## src/rtl/adc_rd_pkg.sv

```systemverilog
package adc_rd_pkg;

  typedef enum logic [1:0] {
    ST_IDLE  = 2'd0,
    ST_SHIFT = 2'd1,
    ST_TAIL  = 2'd2,
    ST_QUIET = 2'd3
  } rd_state_t;

  localparam int unsigned FRAME_BITS = 16;
  localparam int unsigned LEAD_ZEROS = 2;
  localparam int unsigned EDGE_W     = 5;

  // Number of serial clock periods in a frame.
  function automatic logic [EDGE_W-1:0] frame_edges(input logic long_sel);
    return long_sel ? EDGE_W'(16) : EDGE_W'(14);
  endfunction

  // Both capture modes leave frame bit i at position n-1-i of the shift
  // register, so the result field starts at n-1-LEAD_ZEROS for either mode.
  function automatic logic [FRAME_BITS-1:0] strip_frame(
      input logic [FRAME_BITS-1:0] word,
      input logic [EDGE_W-1:0]     n,
      input int unsigned           w);
    int unsigned lsb_pos;
    logic [FRAME_BITS-1:0] mask;
    lsb_pos = int'(n) - LEAD_ZEROS - w;
    mask    = (FRAME_BITS'(1) << w) - FRAME_BITS'(1);
    return (word >> lsb_pos) & mask;
  endfunction

endpackage

```

## src/rtl/adc_rd_sclk_gen.sv

```systemverilog
module adc_rd_sclk_gen #(
  parameter int unsigned DIV_HALF = 2
) (
  input  logic clk,
  input  logic rst,
  input  logic run,
  output logic sclk,
  output logic fall_ev,
  output logic rise_ev
);
  localparam int unsigned CW = (DIV_HALF > 1) ? $clog2(DIV_HALF) : 1;

  logic tick;

  generate
    if (DIV_HALF <= 1) begin : g_every_cycle
      assign tick = run;
    end else begin : g_divided
      logic [CW-1:0] cnt;
      always_ff @(posedge clk) begin
        if (rst || !run)
          cnt <= '0;
        else if (cnt == CW'(DIV_HALF - 1))
          cnt <= '0;
        else
          cnt <= cnt + CW'(1);
      end
      assign tick = run && (cnt == CW'(DIV_HALF - 1));
    end
  endgenerate

  assign fall_ev = tick && sclk;
  assign rise_ev = tick && !sclk;

  always_ff @(posedge clk) begin
    if (rst)
      sclk <= 1'b1;
    else if (!run)
      sclk <= 1'b1;
    else if (tick)
      sclk <= ~sclk;
  end
endmodule

```

## src/rtl/adc_rd_capture.sv

```systemverilog
module adc_rd_capture #(
  parameter int unsigned WIDTH = 16
) (
  input  logic             clk,
  input  logic             rst,
  input  logic             clear,
  input  logic             shift_en,
  input  logic             din,
  output logic [WIDTH-1:0] word
);
  always_ff @(posedge clk) begin
    if (rst || clear)
      word <= '0;
    else if (shift_en)
      word <= {word[WIDTH-2:0], din};
  end
endmodule

```

## src/rtl/adc_rd_seq.sv

```systemverilog
module adc_rd_seq
  import adc_rd_pkg::*;
#(
  parameter int unsigned QUIET_CLKS = 4
) (
  input  logic              clk,
  input  logic              rst,
  input  logic              start,
  input  logic              long_in,
  input  logic              rise_in,
  input  logic              fall_ev,
  input  logic              rise_ev,
  output rd_state_t         state,
  output logic              run,
  output logic              cs_n,
  output logic              busy,
  output logic              accept,
  output logic              cap_en,
  output logic              done,
  output logic              cfg_long,
  output logic              cfg_rise,
  output logic [EDGE_W-1:0] fall_cnt,
  output logic [EDGE_W-1:0] n_edges
);
  localparam int unsigned QW = (QUIET_CLKS > 1) ? $clog2(QUIET_CLKS) : 1;

  logic [QW-1:0] qcnt;
  logic          last_fall;
  logic          quiet_end;

  assign n_edges   = frame_edges(cfg_long);
  assign last_fall = fall_ev && (fall_cnt == n_edges - EDGE_W'(1));
  assign quiet_end = (qcnt == QW'(QUIET_CLKS - 1));

  assign run    = (state == ST_SHIFT) || (state == ST_TAIL);
  assign cs_n   = !run;
  assign busy   = (state != ST_IDLE);
  assign accept = (state == ST_IDLE) && start;
  assign done   = (state == ST_TAIL) && rise_ev;
  assign cap_en = (state == ST_SHIFT) && (cfg_rise ? rise_ev : fall_ev);

  always_ff @(posedge clk) begin
    if (rst) begin
      state    <= ST_IDLE;
      cfg_long <= 1'b0;
      cfg_rise <= 1'b0;
      fall_cnt <= '0;
      qcnt     <= '0;
    end else begin
      unique case (state)
        ST_IDLE: begin
          if (start) begin
            cfg_long <= long_in;
            cfg_rise <= rise_in;
            fall_cnt <= '0;
            state    <= ST_SHIFT;
          end
        end
        ST_SHIFT: begin
          if (fall_ev) begin
            fall_cnt <= fall_cnt + EDGE_W'(1);
            if (last_fall)
              state <= ST_TAIL;
          end
        end
        ST_TAIL: begin
          if (rise_ev) begin
            qcnt  <= '0;
            state <= ST_QUIET;
          end
        end
        ST_QUIET: begin
          if (quiet_end)
            state <= ST_IDLE;
          else
            qcnt <= qcnt + QW'(1);
        end
        default: state <= ST_IDLE;
      endcase
    end
  end
endmodule

```

## src/rtl/adc_rd_ctrl.sv

```systemverilog
module adc_rd_ctrl
  import adc_rd_pkg::*;
#(
  parameter int unsigned DIV_HALF   = 2,
  parameter int unsigned QUIET_CLKS = 4,
  parameter int unsigned RES_W      = 12
) (
  input  logic             clk,
  input  logic             rst,
  input  logic             start,
  input  logic             long_frame,
  input  logic             sample_rise,
  input  logic             sdata,
  output logic             cs_n,
  output logic             sclk,
  output logic             busy,
  output logic             valid,
  output logic [RES_W-1:0] result
);
  generate
    if (RES_W != 8 && RES_W != 10 && RES_W != 12) begin : g_bad_width
      $error("RES_W must be 8, 10 or 12");
    end
    if (QUIET_CLKS < 1) begin : g_bad_quiet
      $error("QUIET_CLKS must be at least 1");
    end
  endgenerate

  rd_state_t              state_w;
  logic                   run_w;
  logic                   fall_ev_w;
  logic                   rise_ev_w;
  logic                   accept_w;
  logic                   cap_en_w;
  logic                   done_w;
  logic                   cfg_long_w;
  logic                   cfg_rise_w;
  logic [EDGE_W-1:0]      fall_cnt_w;
  logic [EDGE_W-1:0]      n_edges_w;
  logic [FRAME_BITS-1:0]  word_w;
  logic [FRAME_BITS-1:0]  stripped_w;

  adc_rd_seq #(.QUIET_CLKS(QUIET_CLKS)) u_seq (
    .clk      (clk),
    .rst      (rst),
    .start    (start),
    .long_in  (long_frame),
    .rise_in  (sample_rise),
    .fall_ev  (fall_ev_w),
    .rise_ev  (rise_ev_w),
    .state    (state_w),
    .run      (run_w),
    .cs_n     (cs_n),
    .busy     (busy),
    .accept   (accept_w),
    .cap_en   (cap_en_w),
    .done     (done_w),
    .cfg_long (cfg_long_w),
    .cfg_rise (cfg_rise_w),
    .fall_cnt (fall_cnt_w),
    .n_edges  (n_edges_w)
  );

  adc_rd_sclk_gen #(.DIV_HALF(DIV_HALF)) u_sclk (
    .clk     (clk),
    .rst     (rst),
    .run     (run_w),
    .sclk    (sclk),
    .fall_ev (fall_ev_w),
    .rise_ev (rise_ev_w)
  );

  adc_rd_capture #(.WIDTH(FRAME_BITS)) u_cap (
    .clk      (clk),
    .rst      (rst),
    .clear    (accept_w),
    .shift_en (cap_en_w),
    .din      (sdata),
    .word     (word_w)
  );

  assign stripped_w = strip_frame(word_w, n_edges_w, RES_W);

  always_ff @(posedge clk) begin
    if (rst) begin
      valid  <= 1'b0;
      result <= '0;
    end else begin
      valid <= done_w;
      if (done_w)
        result <= stripped_w[RES_W-1:0];
    end
  end
endmodule

```

## config.mk

```make
export PLATFORM = sky130hd
export DESIGN_NAME = adc_rd_ctrl
export DESIGN_NICKNAME = d
export VERILOG_FILES = /design/src/rtl/adc_rd_pkg.sv /design/src/rtl/adc_rd_sclk_gen.sv /design/src/rtl/adc_rd_capture.sv /design/src/rtl/adc_rd_seq.sv /design/src/rtl/adc_rd_ctrl.sv
export SDC_FILE = /design/constraint.sdc
export NUM_CORES = 1
export LEC_CHECK = 0
export BUFFER_PORTS_ARGS = -buffer_cell sky130_fd_sc_hd__buf_2
export CORE_ASPECT_RATIO = 1.4
export CORE_MARGIN = 2
export CORE_UTILIZATION = 25
export CTS_BUF_LIST = sky130_fd_sc_hd__clkbuf_2 sky130_fd_sc_hd__clkbuf_4 sky130_fd_sc_hd__clkbuf_8
export CTS_CLUSTER_DIAMETER = 40
export DETAILED_ROUTE_END_ITERATION = 10
export GPL_TIMING_DRIVEN = 0
export PLACE_DENSITY = 0.39
export SETUP_SLACK_MARGIN = 0.3
export SLEW_MARGIN = 10
export SYNTH_ARGS = -nofsm -noshare
export SYNTH_HDL_FRONTEND = slang
export SYNTH_SLANG_ARGS = --single-unit
```

## constraint.sdc

```tcl
create_clock -name clk -period 2.7 [get_ports clk]
set_input_delay 0.54 -clock clk [delete_from_list [all_inputs] [get_ports clk]]
set_output_delay 0.54 -clock clk [all_outputs]
set_load 0.1 [all_outputs]
```

==> results.json <==
{
  "status": "complete, no violations",
  "reg2regPathDepth": 6,
  "hold_start": "u_seq.cfg_rise",
  "hold_depth": 2,
  "cts_buffer_depth": 2,
  "drv_slew": 0,
  "crit_arrival_ns": 1.70,
  "antenna_found_initial": 0,
  "antenna_cells": 0,
  "power_leakage_nw": 0.774,
  "seq_area_frac_synth": 0.430,
  "core_area_sq_um": 7270,
  "ys_ff_latch": 40,
  "placementRows": 37,
  "synth_edf_count": 0,
  "gp_congestion": 0.694,
  "avgRoutedWirePerCell_microns": 13.1,
  "rsz0062_at_grt": "no",
  "grt_first_pass_wirelength_microns": 7360,
  "pin_count": 22,
  "synth_cells": 194,
  "grt_max_degree": 12,
  "path_max_fanout": 7,
  "num-fill-cells": 805,
  "critPathLaunchType": "flop",
  "finalPower_mw": 1.71,
  "relSlewSlack": 0.657,
  "async_flop_share": 0,
  "drtIter0Drc": 56,
  "final_common_cell": "dfxtp_1",
  "hold_violations": 0,
  "seqPwrFrac": 0.382,
  "die_w_microns": 76.9,
  "cts_resized": 0,
  "r2r_start": "u_seq.state[0]",
  "routed_wl_microns": 4170,
  "hpwl_microns": 3120,
  "dieArea_sq_um": 8160,
  "min_period_ns": 2.24,
  "cts.sinks": 40,
  "detail-route-antenna-nets": 0,
  "maxCapViolations": 0,
  "layout-drive-gt1-share": 0.180,
  "cts_max_level": 2,
  "hold_slack_ns": 0.473,
  "cp_slowest_stage_delay_ns": 0.42,
  "comb_power_share": 0.392,
  "setup_violations": 0,
  "viasPerCell": 4.49,
  "ys_types": 38,
  "area_growth_pct": 16.5,
  "min_to": "u_seq.cfg_rise",
  "cpMaxStageDelayCell": "ha_1",
  "power.density_nw_per_um2": 789,
  "start_util": 0.256,
  "synth_area_sq_um": 1860,
  "path_cells": "inv_1, ha_1, inv_1, buf_2",
  "cts-root-buf": "clkbuf_8",
  "critPathKind": "reg -> out",
  "power.internal_mw": 0.991,
  "path_clk_slew_ns": 0.08,
  "power.switching_mw": 0.720,
  "ys_warn_count": 0,
  "worstMarginPinSlew_ns": 0.515,
  "tns_ns": 0,
  "dr.pass1.iters": 3,
  "fmax_mhz": 447,
  "nNetsFinal": 235,
  "finalNonFillerCells": 319,
  "p_sw_frac": 0.421,
  "fin_skew_ns": 0.00586,
  "grt_pass1_vias": 1493,
  "postCtsHoldBufs": 0,
  "finalCritPeriodShare": 0.829,
  "crit_required_ns": 2.16,
  "grt_usage": 0.114,
  "critPathLaunch": "u_seq.state[0]",
  "vdd_drop_max_mv": 0.444,
  "r2r_end": "u_seq.fall_cnt[4]",
  "vias": 1432,
  "synth_nets": 207,
  "cts_tree": "yes",
  "p_clk_frac": 0.226,
  "die_y_microns": 106,
  "numPortBuffers": 21,
  "clock_latency_ns": 0.29,
  "critPathMostFrequentCell": "inv_1",
  "rrSetupSlack_ns": 0.60,
  "cts_made_buffers": 5,
  "postCtsSetupBuffers": 0,
  "hp-class": "reg -> reg",
  "dp_slack_ns": 0.563,
  "dp_cells": 312,
  "ys.flop_type": "dfxtp_1",
  "final_cell_mix": "dfxtp_1 (40), nor2_1 (32), mux2i_1 (27)",
  "fin_ws_ns": 0.461,
  "syn_avg_cell_area_sq_um": 9.60,
  "end_kind": "output pin",
  "overflow": 0,
  "drc": 0
}
-- worst max-delay path by stage --
| stage | to | depth (start not counted) |
|---|---|---|
| after CTS | cs_n | 4 |
| final | cs_n | 4 |
| after global routing | cs_n | 4 |
| after floorplan | u_seq.fall_cnt[4] | 4 |
| after global placement | u_seq.fall_cnt[4] | 6 |
| after detailed placement | u_seq.fall_cnt[4] | 6 |
-- power by group through the flow --
stage | Clock [mW] | Sequential, mW | Combinational [mW]
finish | 0.387 | 0.654 | 0.671
global route | 0.439 | 0.661 | 0.744
CTS | 0.413 | 0.655 | 0.683
detailed placement | 0 | 0.669 | 0.681
global placement | 0 | 0.668 | 0.682
floorplan | 0 | 0.671 | 0.546
-- Yosys cell counts, types with 2 or more instances --
cell type / number / area, sq um
inv_1: 6 / 22.5
nor2b_1: 3 / 18.8
nand2b_1: 3 / 18.8
xnor2_1: 3 / 26.3
ha_1: 7 / 87.6
o21ai_0: 3 / 15.0
buf_4: 2 / 15.0
dfxtp_1: 40 / 801
o31ai_1: 3 / 22.5
nor2_1: 32 / 120
and2_1: 3 / 18.8
clkbuf_1: 5 / 18.8
nand2_1: 5 / 18.8
buf_2: 4 / 20.0
a211oi_1: 13 / 97.6
mux2i_1: 27 / 270
a21oi_1: 10 / 50.1
nand3_1: 5 / 25.0
-- layout make-up --
cell class,instances,area [sq um],share of cell area
Clock inverter,1,5.00,0.00231
Timing Repair Buffer,21,105,0.0484
Multi-Input combinational cell,137,985,0.454
Sequential cell,40,801,0.369
Clock buffer,6,76.3,0.0352
Buffer,11,53.8,0.0248
Tap cell,97,121,0.0559
Inverter,6,22.5,0.0104
-- critical path: cells and delay by family, from the launching register on --
family                   cells  cell delay, ns
buffers and inverters        3            0.60
flip-flops                   1            0.39
adder cells (fa/ha/maj)      1            0.42
-- per-stage QoR --
stage	util	instance area, sq um
after floorplan	-	1860
after global placement	0.287	2090
after detailed placement	0.287	2090
after CTS	0.299	2170
after global routing	0.299	2170
final	0.299	2170
-- sequential cells by signal, summed over array words and instances, names as in the netlist --
| register | flops |
|---|---|
| u_seq.fall_cnt | 5 |
| u_seq.qcnt | 2 |
| u_sclk.g_divided.cnt | 1 |
| valid | 1 |
| result | 12 |
| u_seq.state | 2 |
| u_cap.word | 14 |
| u_seq.cfg_rise | 1 |
| u_seq.cfg_long | 1 |
| u_sclk.sclk | 1 |
-- routing by layer --
| layer | GRT usage | routed length (microns) | vias up | share of wire |
|---|---|---|---|---|
| met5 | 0 | 0 | - | 0 |
| met4 | 0.0468 | 76 | 0 | 0.018 |
| met3 | 0.0221 | 117 | 6 | 0.028 |
| met2 | 0.201 | 2130 | 17 | 0.51 |
| met1 | 0.135 | 1840 | 673 | 0.44 |
| li1 | - | - | 736 | - |
-- cells by family after synthesis --
family | synth area share
AOI/OAI and AO/OA | 0.151
xor gates and xnor gates | 0.0188
adders and majority gates | 0.0470
buffers and inverters | 0.0410
DFF | 0.430
muxes | 0.151
and+or+nand+nor | 0.161
Note: power is estimated with default switching activity, not from simulation.
